--- config.mk ---
export PLATFORM = sky130hd
export DESIGN_NAME = ptimer_bank
export DESIGN_NICKNAME = d
export VERILOG_FILES = /design/src/rtl/ptimer_pkg.sv /design/src/rtl/ptimer_decode.sv /design/src/rtl/ptimer_channel.sv /design/src/rtl/ptimer_bank.sv
export SDC_FILE = /design/constraint.sdc
export NUM_CORES = 1
export LEC_CHECK = 0
export ABC_AREA = 0
export BUFFER_PORTS_ARGS = -buffer_cell sky130_fd_sc_hd__clkbuf_2
export CORE_ASPECT_RATIO = 0.9
export CORE_MARGIN = 2
export CORE_UTILIZATION = 30
export CTS_BUF_LIST = sky130_fd_sc_hd__clkbuf_8
export DETAILED_ROUTE_END_ITERATION = 7
export PLACE_DENSITY = 0.5
export SLEW_MARGIN = 20
export SYNTH_ARGS = -nofsm -noshare
export SYNTH_HDL_FRONTEND = slang
export SYNTH_SLANG_ARGS = --single-unit
--- constraint.sdc ---
create_clock -name clk_i -period 4.37 [get_ports clk_i]
set_input_delay 0.2185 -clock clk_i [delete_from_list [all_inputs] [get_ports clk_i]]
set_output_delay 0.2185 -clock clk_i [all_outputs]
set_load 0.02 [all_outputs]
--- src/rtl/ptimer_pkg.sv ---
package ptimer_pkg;
  typedef enum logic [1:0] {
    REG_LOAD = 2'd0,
    REG_CNT  = 2'd1,
    REG_CTRL = 2'd2,
    REG_FLAG = 2'd3
  } reg_e;

  localparam int CTRL_RUN_BIT = 0;
  localparam int CTRL_IE_BIT  = 1;
  localparam int FLAG_BIT     = 0;
  localparam int WIN_LSB      = 4;  // 0x10 bytes per channel
endpackage

--- src/rtl/ptimer_decode.sv ---
module ptimer_decode
  import ptimer_pkg::*;
#(
  parameter int              N_CH      = 4,
  parameter int              AW        = 12,
  parameter int              CH_W      = (N_CH > 1) ? $clog2(N_CH) : 1,
  parameter logic [AW-1:0]   BASE_ADDR = 12'h100
) (
  input  logic [AW-1:0]   addr_i,
  output logic            hit_o,
  output logic [CH_W-1:0] ch_o,
  output reg_e            reg_o
);
  localparam int TOP_LSB = WIN_LSB + CH_W;

  assign ch_o  = addr_i[WIN_LSB +: CH_W];
  assign reg_o = reg_e'(addr_i[3:2]);
  assign hit_o = (addr_i[AW-1:TOP_LSB] == BASE_ADDR[AW-1:TOP_LSB]) &&
                 (addr_i[1:0] == 2'b00) && (int'(ch_o) < N_CH);
endmodule

--- src/rtl/ptimer_channel.sv ---
module ptimer_channel
  import ptimer_pkg::*;
#(
  parameter int DW = 32
) (
  input  logic          clk_i,
  input  logic          rst_ni,
  input  logic          wr_load_i,
  input  logic          wr_ctrl_i,
  input  logic          wr_flag_i,
  input  logic [DW-1:0] wdata_i,
  output logic [DW-1:0] load_o,
  output logic [DW-1:0] cnt_o,
  output logic          run_o,
  output logic          ie_o,
  output logic          flag_o,
  output logic          irq_o,
  output logic          trig_o
);
  logic [DW-1:0] load_q, cnt_q;
  logic          run_q, ie_q, flag_q, trig_q;
  logic          start, expire, clr;

  assign start  = wr_ctrl_i && wdata_i[CTRL_RUN_BIT] && !run_q;
  assign expire = run_q && (cnt_q == '0);
  assign clr    = wr_flag_i && wdata_i[FLAG_BIT];

  always_ff @(posedge clk_i or negedge rst_ni) begin
    if (!rst_ni) begin
      load_q <= '0;
      cnt_q  <= '0;
      run_q  <= 1'b0;
      ie_q   <= 1'b0;
      flag_q <= 1'b0;
      trig_q <= 1'b0;
    end else begin
      if (wr_load_i) load_q <= wdata_i;
      if (wr_ctrl_i) begin
        run_q <= wdata_i[CTRL_RUN_BIT];
        ie_q  <= wdata_i[CTRL_IE_BIT];
      end
      if (start)       cnt_q <= load_q;
      else if (expire) cnt_q <= load_q;
      else if (run_q)  cnt_q <= cnt_q - 1'b1;
      // expiry beats a simultaneous clear
      if (expire)   flag_q <= 1'b1;
      else if (clr) flag_q <= 1'b0;
      trig_q <= expire;
    end
  end

  assign load_o = load_q;
  assign cnt_o  = cnt_q;
  assign run_o  = run_q;
  assign ie_o   = ie_q;
  assign flag_o = flag_q;
  assign trig_o = trig_q;
  assign irq_o  = flag_q & ie_q;

  p_expire_flags_r4: assert property (@(posedge clk_i) disable iff (!rst_ni)
    (run_q && cnt_q == '0) |=> (trig_q && flag_q && cnt_q == $past(load_q)));
  p_flag_sticky_r5: assert property (@(posedge clk_i) disable iff (!rst_ni)
    (flag_q && !clr) |=> flag_q);
  p_set_wins_r6: assert property (@(posedge clk_i) disable iff (!rst_ni)
    (expire && clr) |=> flag_q);
  p_irq_needs_flag_r7: assert property (@(posedge clk_i) disable iff (!rst_ni)
    !flag_q |-> !irq_o);
  p_stopped_holds_r9: assert property (@(posedge clk_i) disable iff (!rst_ni)
    (!run_q && !start) |=> $stable(cnt_q));
endmodule

--- src/rtl/ptimer_bank.sv ---
module ptimer_bank
  import ptimer_pkg::*;
#(
  parameter int            N_CH      = 4,
  parameter int            AW        = 12,
  parameter int            DW        = 32,
  parameter logic [AW-1:0] BASE_ADDR = 12'h100
) (
  input  logic            clk_i,
  input  logic            rst_ni,
  input  logic            we_i,
  input  logic [AW-1:0]   addr_i,
  input  logic [DW-1:0]   wdata_i,
  output logic [DW-1:0]   rdata_o,
  output logic [N_CH-1:0] irq_o,
  output logic [N_CH-1:0] trig_o
);
  localparam int CH_W = (N_CH > 1) ? $clog2(N_CH) : 1;

  logic            hit;
  logic [CH_W-1:0] ch;
  reg_e            reg_sel;

  logic [DW-1:0]   load_w [N_CH];
  logic [DW-1:0]   cnt_w  [N_CH];
  logic [N_CH-1:0] run_w, ie_w, flag_w;
  logic [N_CH-1:0] wr_load, wr_ctrl, wr_flag;

  ptimer_decode #(.N_CH(N_CH), .AW(AW), .CH_W(CH_W), .BASE_ADDR(BASE_ADDR)) u_dec (
    .addr_i (addr_i),
    .hit_o  (hit),
    .ch_o   (ch),
    .reg_o  (reg_sel)
  );

  for (genvar g = 0; g < N_CH; g++) begin : g_ch
    logic sel;
    assign sel        = we_i && hit && (ch == CH_W'(g));
    assign wr_load[g] = sel && (reg_sel == REG_LOAD);
    assign wr_ctrl[g] = sel && (reg_sel == REG_CTRL);
    assign wr_flag[g] = sel && (reg_sel == REG_FLAG);

    ptimer_channel #(.DW(DW)) u_ch (
      .clk_i     (clk_i),
      .rst_ni    (rst_ni),
      .wr_load_i (wr_load[g]),
      .wr_ctrl_i (wr_ctrl[g]),
      .wr_flag_i (wr_flag[g]),
      .wdata_i   (wdata_i),
      .load_o    (load_w[g]),
      .cnt_o     (cnt_w[g]),
      .run_o     (run_w[g]),
      .ie_o      (ie_w[g]),
      .flag_o    (flag_w[g]),
      .irq_o     (irq_o[g]),
      .trig_o    (trig_o[g])
    );
  end

  always_comb begin
    rdata_o = '0;
    if (hit) begin
      unique case (reg_sel)
        REG_LOAD: rdata_o = load_w[ch];
        REG_CNT:  rdata_o = cnt_w[ch];
        REG_CTRL: begin
          rdata_o[CTRL_RUN_BIT] = run_w[ch];
          rdata_o[CTRL_IE_BIT]  = ie_w[ch];
        end
        REG_FLAG: rdata_o[FLAG_BIT] = flag_w[ch];
        default:  rdata_o = '0;
      endcase
    end
  end

  p_one_strobe_r2: assert property (@(posedge clk_i) disable iff (!rst_ni)
    $onehot0({wr_load, wr_ctrl, wr_flag}));
  p_no_write_idle_r2: assert property (@(posedge clk_i) disable iff (!rst_ni)
    !we_i |-> ({wr_load, wr_ctrl, wr_flag} == '0));
endmodule

[Word-level counts from Yosys, hierarchy flattened]
Index checks and enable logic that the tools add are counted.
Operators by class
  reduce and logical (&&, ||, !) cells: 53
  bitwise operators: 5
  mux-type cells: 36
  equality and inequality tests: 7
  $lt $le $gt $ge: 2
  add/subtract/negate cells: 4
Operators with widths (count)
  $mux W32: 17
  $bmux W32 S2: 2
  $logic_not A32 Y1: 4
  $sub A32 B1 Y32 const B: 4
  $pmux W30 S2: 1
  $logic_and A1 B1 Y1: 34
  $reduce_bool A3 Y1: 4
  $mux W1: 11
  $eq A2 B2 Y1 const B: 4
  $reduce_bool A2 Y1: 4
  $bmux W1 S2: 3
  $eq A6 B3 Y1 const B: 1
  $logic_not A2 Y1: 3
  $and A1 B1 Y1: 4
  $eq A2 B1 Y1 const B: 2
  $logic_not A1 Y1: 4
  $pmux W1 S4: 1
  $ge A3 B3 Y1 const B: 1
  $lt A2 B3 Y1 const B: 1
  $not A2 Y3: 1
  $pmux W1 S3: 1
Storage, ports and cells
  input port bits: 47
  flip-flop bits (word level): 272

[Longest topological paths before layout]
  depth in word-level cells: 8
  gate-level depth with buffers: 11

[Modules after synthesis]
Synthesis repeated with hierarchy kept, for this count alone.
Second synthesis, totals
  cell total of the unflattened synthesis: 1536
  area total of the unflattened synthesis: 16144.2 um2
By module, submodules not included
  ptimer_channel (g_ch[1].u_ch ...): cells each 334, instances 3, area an instance 3448.3 um2
  ptimer_channel (g_ch[0].u_ch): cells each 343, instances 1, area an instance 3484.6 um2
  ptimer_bank: cells each 184, instances 1, area an instance 2264.7 um2
  ptimer_decode: cells each 7, instances 1, area an instance 50.0 um2

[Least setup slack after synthesis]
Ideal clock, no wire load.
  path kind: flip-flop to flip-flop
  start: register g_ch[0].u_ch.cnt_q[0]
  end: register g_ch[0].u_ch.cnt_q[1]
  data required time: 4237 ps
  library setup time: 133 ps
  path buffers: 2
  data arrival time: 2595 ps
  cell stages (with the launch flop): 11
  path slack: 1642 ps
  clock period less this slack: 2728 ps
  path through: dfrtp_1 -> inv_1 -> ha_1 -> or4b_1 -> clkbuf_2 -> or3_4 -> o41ai_4 -> buf_6 -> nor2_2 -> a211oi_2 -> a21oi_1
Between the ends
  word-level cells in the longest chain between the ends: 4
RTL lines
  start, declared: RTL line ptimer_channel.sv:20  | logic [DW-1:0] load_q, cnt_q;
  start signal, assigned: RTL line ptimer_channel.sv:42  | if (start) cnt_q <= load_q;
  start signal, assigned: RTL line ptimer_channel.sv:43  | else if (expire) cnt_q <= load_q;
  start signal, assigned: RTL line ptimer_channel.sv:44  | else if (run_q) cnt_q <= cnt_q - 1'b1;
  $sub A32 B1 Y32 / $logic_not A32 Y1 (equally long branches): RTL line ptimer_channel.sv:44, ptimer_channel.sv:25
  $mux W32 / $logic_and A1 B1 Y1 (equally long branches): RTL line ptimer_channel.sv:44, ptimer_channel.sv:25
  $mux W32: RTL line ptimer_channel.sv:43
  $mux W32: RTL line ptimer_channel.sv:42
Several ways; a longest one is shown, not always the timed one. The select of a mux whose other input is x is not followed.
A chain may end at the register's enable or synchronous reset.

[Final worst setup path]
  start: register g_ch[1].u_ch.cnt_q[11]
  end: register g_ch[1].u_ch.cnt_q[26]
Between the ends
  word-level cells in the longest chain between the ends: 4
RTL lines (RTL line)
  start, declared: ptimer_channel.sv:20
  start signal, assigned: ptimer_channel.sv:42
  start signal, assigned: ptimer_channel.sv:43
  start signal, assigned: ptimer_channel.sv:44
  $sub A32 B1 Y32 / $logic_not A32 Y1 (equally long branches): ptimer_channel.sv:44, ptimer_channel.sv:25
  $mux W32 / $logic_and A1 B1 Y1 (equally long branches): ptimer_channel.sv:44, ptimer_channel.sv:25
  $mux W32: ptimer_channel.sv:43
  $mux W32: ptimer_channel.sv:42
Several ways; a longest one is shown, not always the timed one. The select of a mux whose other input is x is not followed.

==> reports/qor.yml <==
core_um2: 53150
cp.arrival_ps: 4200
hold_end: "g_ch[0].u_ch.flag_o$_DFFE_PN0P_"
setup_viol_count_final: 0
yosys.area_share.simple: 0.1643
cts_root_buf: "clkbuf_8"
synth_edf_count: 0
synth-seq-area-share: 0.4201
synthMuxAreaShare: 0.2125
drc: 0
slowest_stage: "or4_1"
finalSetupTns_ps: 0
firstDrtPassIters: 5
rrSetupSlack_ps: 710
viasPerCell: 5.912
io_buffers: 86
drive_above_1_share: 0.2642
p_total_w: 0.005614
synth_flop_cell: "dfrtp_1"
post_drt_wl_per_cell_um: 26.10
clock_latency_ps: 660
p_per_area_nw_per_um2: 296.3
grt_pass1_wl_mm: 95.51
die-height_um: 224.5
hp-class: "in2reg"
synth_area_leader_cell: "dfrtp_1"
r2r_start: "g_ch[1].u_ch.cnt_o[11]$_DFFE_PN0P_"
synthDistinctLibCells: 77
drv_cap: 0
crit_chain: "nor3_1 > nand4_1 > or4_1 > and2_1 > o22ai_1 > o2bb2a_1"
synthesis.area_um2: 16200
clkTransAtPathRegs_ps: 60
grt_usage: 0.2273
io_pins: 87
cts_buffer_depth: 3
path_class: "reg2reg"
period_minus_slack_ps: 3655
drv_slew: 0
num_rows: 80
grt_max_degree: 98
die_w_um: 249.0
area_growth_pct: 16.94
leakage_nw: 8.282
initial_core_util: 0.3048
drt_first_iter_violations: 1556
cp_max_fo: 22
hold_path_depth: 4
hpwl_mm: 45.19
fmaxAchievable_ghz: 0.2736
vias: 14400
yosysWarnings: 0
finClkSkew_ps: 32.17
synth_compound_area_frac: 0.1565
yosysMostFrequentCell: "dfrtp_1"
cts_max_level: 2
clock-sinks: 272
ant_nets: 0
ys_top_cells_by_area: "dfrtp_1, mux2_2, mux4_2"
die_area_um2: 55880
netlist.area_leader.share: 0.4201
cts_setup_buffers: 0
grt_antenna_before_repair: 1
min_from: "addr_i[3]"
num-fill-cells: 5330
synth_commonest_cells: "dfrtp_1, mux2_2, nor2_1, o21ai_0, a21oi_1"
cpPeakStageDelay_ps: 1030
required_ps: 4910
finalWirelength_mm: 63.57
synthArstFlopShare: 1.000
synth_top_family_by_area: "multiplexers"
rsz0062_at_grt: "no"
worstReg2RegEnd: "g_ch[1].u_ch.cnt_o[26]$_DFFE_PN0P_"
finalHoldViolations: 0
worstMarginPinSlew_ps: 1154
slew_headroom: 0.2306
reg2reg_depth: 6
overflow: 0
synth-seq-cells: 272
place.gp.congestion: 0.9241
fin_nets: 1749
grt_pass1_vias: 14190
synthXorXnorAreaFrac: 0.0005406
avgSynthCellArea_um2: 10.18
synthAdderAreaFrac: 0.003089
tritoncts: "yes"
cts_buffers: 53
outcome: "complete, no violations"
fin_crit_sh: 0.8365
final_core_utilization: 0.3565
synth_nets: 1643
critPathCaptureType: "flop"
cp-start-kind: "flop"
syn-instance-count: 1592
ir_drop_mv: 0.1850
-- metal layers --
metal	up-vias	routed length, um	GRT usage
li1	6288	-	-
met1	7370	28410	0.3212
met2	605	28530	0.3505
met3	132	4383	0.03877
met4	0	2242	0.08250
met5	-	0	0
-- power by group --
part / internal (W) / switching, W / leakage, nW
registers: 0.00253 / 0.0000156 / 3.58
logic: 0.000110 / 0.000172 / 4.07
clock network: 0.00157 / 0.00121 / 0.638
-- area by class of cell --
| type | instances | area [um^2] | share of cell area |
|---|---|---|---|
| diodes | 1 | 2.502 | 0.0001321 |
| clock buffers | 65 | 894.6 | 0.04722 |
| clock inverters | 29 | 229.0 | 0.01209 |
| inverters | 45 | 168.9 | 0.008916 |
| multi-input cells | 1154 | 8786 | 0.4637 |
| flip-flops and latches | 272 | 6807 | 0.3593 |
| well taps | 697 | 872.1 | 0.04603 |
| repair buffers | 172 | 1186 | 0.06261 |
-- kinds of logic after synthesis --
logic type / count (synthesis)
fa+ha+maj: 4
buf+inv: 166
flops: 272
simple gates: 497
mux: 242
compound gates: 410
xor+xnor: 1
-- cell usage in the layout (no fill, tap or decap), drive strengths merged, types with 9 or more instances in the layout --
cell type    synthesis  layout
dfrtp              272     272
clkbuf              76     148
mux2               136     136
o21ai              136     136
nor2               133     133
a21oi              119     119
mux4                68      68
nand2               65      65
inv                 45      62
nand3               61      61
buf                 45      56
nor3                51      51
mux2i               38      38
nor4                37      37
nand4               36      36
dlygate4sd3          0      33
or3                 26      26
or4                 25      25
a22oi               22      22
a31oi               21      21
o22a                13      13
o211ai              13      13
o21a                10      10
nor4b               10      10
and2                 9       9
-- worst max-delay path by stage --
stage | start | to | slack, ps | depth (start not counted)
2_1_floorplan | g_ch[0].u_ch.cnt_o[0]$_DFFE_PN0P_ | g_ch[0].u_ch.cnt_o[1]$_DFFE_PN0P_ | 1640 | 10
3_3_place_gp | g_ch[1].u_ch.cnt_o[11]$_DFFE_PN0P_ | g_ch[1].u_ch.cnt_o[26]$_DFFE_PN0P_ | 820 | 6
3_5_place_dp | g_ch[1].u_ch.cnt_o[11]$_DFFE_PN0P_ | g_ch[1].u_ch.cnt_o[26]$_DFFE_PN0P_ | 750 | 6
4_1_cts | g_ch[1].u_ch.cnt_o[11]$_DFFE_PN0P_ | g_ch[1].u_ch.cnt_o[26]$_DFFE_PN0P_ | 760 | 6
5_1_grt | g_ch[1].u_ch.cnt_o[11]$_DFFE_PN0P_ | g_ch[1].u_ch.cnt_o[3]$_DFFE_PN0P_ | 450 | 6
6_report | g_ch[1].u_ch.cnt_o[11]$_DFFE_PN0P_ | g_ch[1].u_ch.cnt_o[26]$_DFFE_PN0P_ | 710 | 6
-- flip-flops by register name, summed over array words and instances, names as in the netlist --
signal / flops
g_ch.u_ch.ie_o: 4
g_ch.u_ch.flag_o: 4
g_ch.u_ch.run_o: 4
g_ch.u_ch.trig_o: 4
g_ch.u_ch.load_o: 128
g_ch.u_ch.cnt_o: 128
-- repair_timing --
action                                  CTS  global route
hold buffers                             33             0
gates resized for setup                   0             0
endpoints found under the hold margin   230             0
endpoints found under the setup margin    0             0
-- metrics by stage --
stage | cell area [um^2] | std cells | hold WS (ps) | worst slack [ps]
finish | 18950 | 2435 | 161.5 | 714.5
global route | 18940 | 2434 | 162.6 | 449.5
CTS | 18940 | 2434 | 90.48 | 763.9
detailed placement | 17490 | 2307 | 323.3 | 751.5
global placement | 17480 | 2307 | 330.1 | 816.2
floorplan | 16200 | 1592 | -77.09 | 1642
-- critical path, delay by kind of cell (launching register included) --
family             cells  cell delay [ps]
and+or+nand+nor        4             2550
DFF                    1              450
AOI/OAI and AO/OA      2              550
Power figures use the tool's default switching activity.
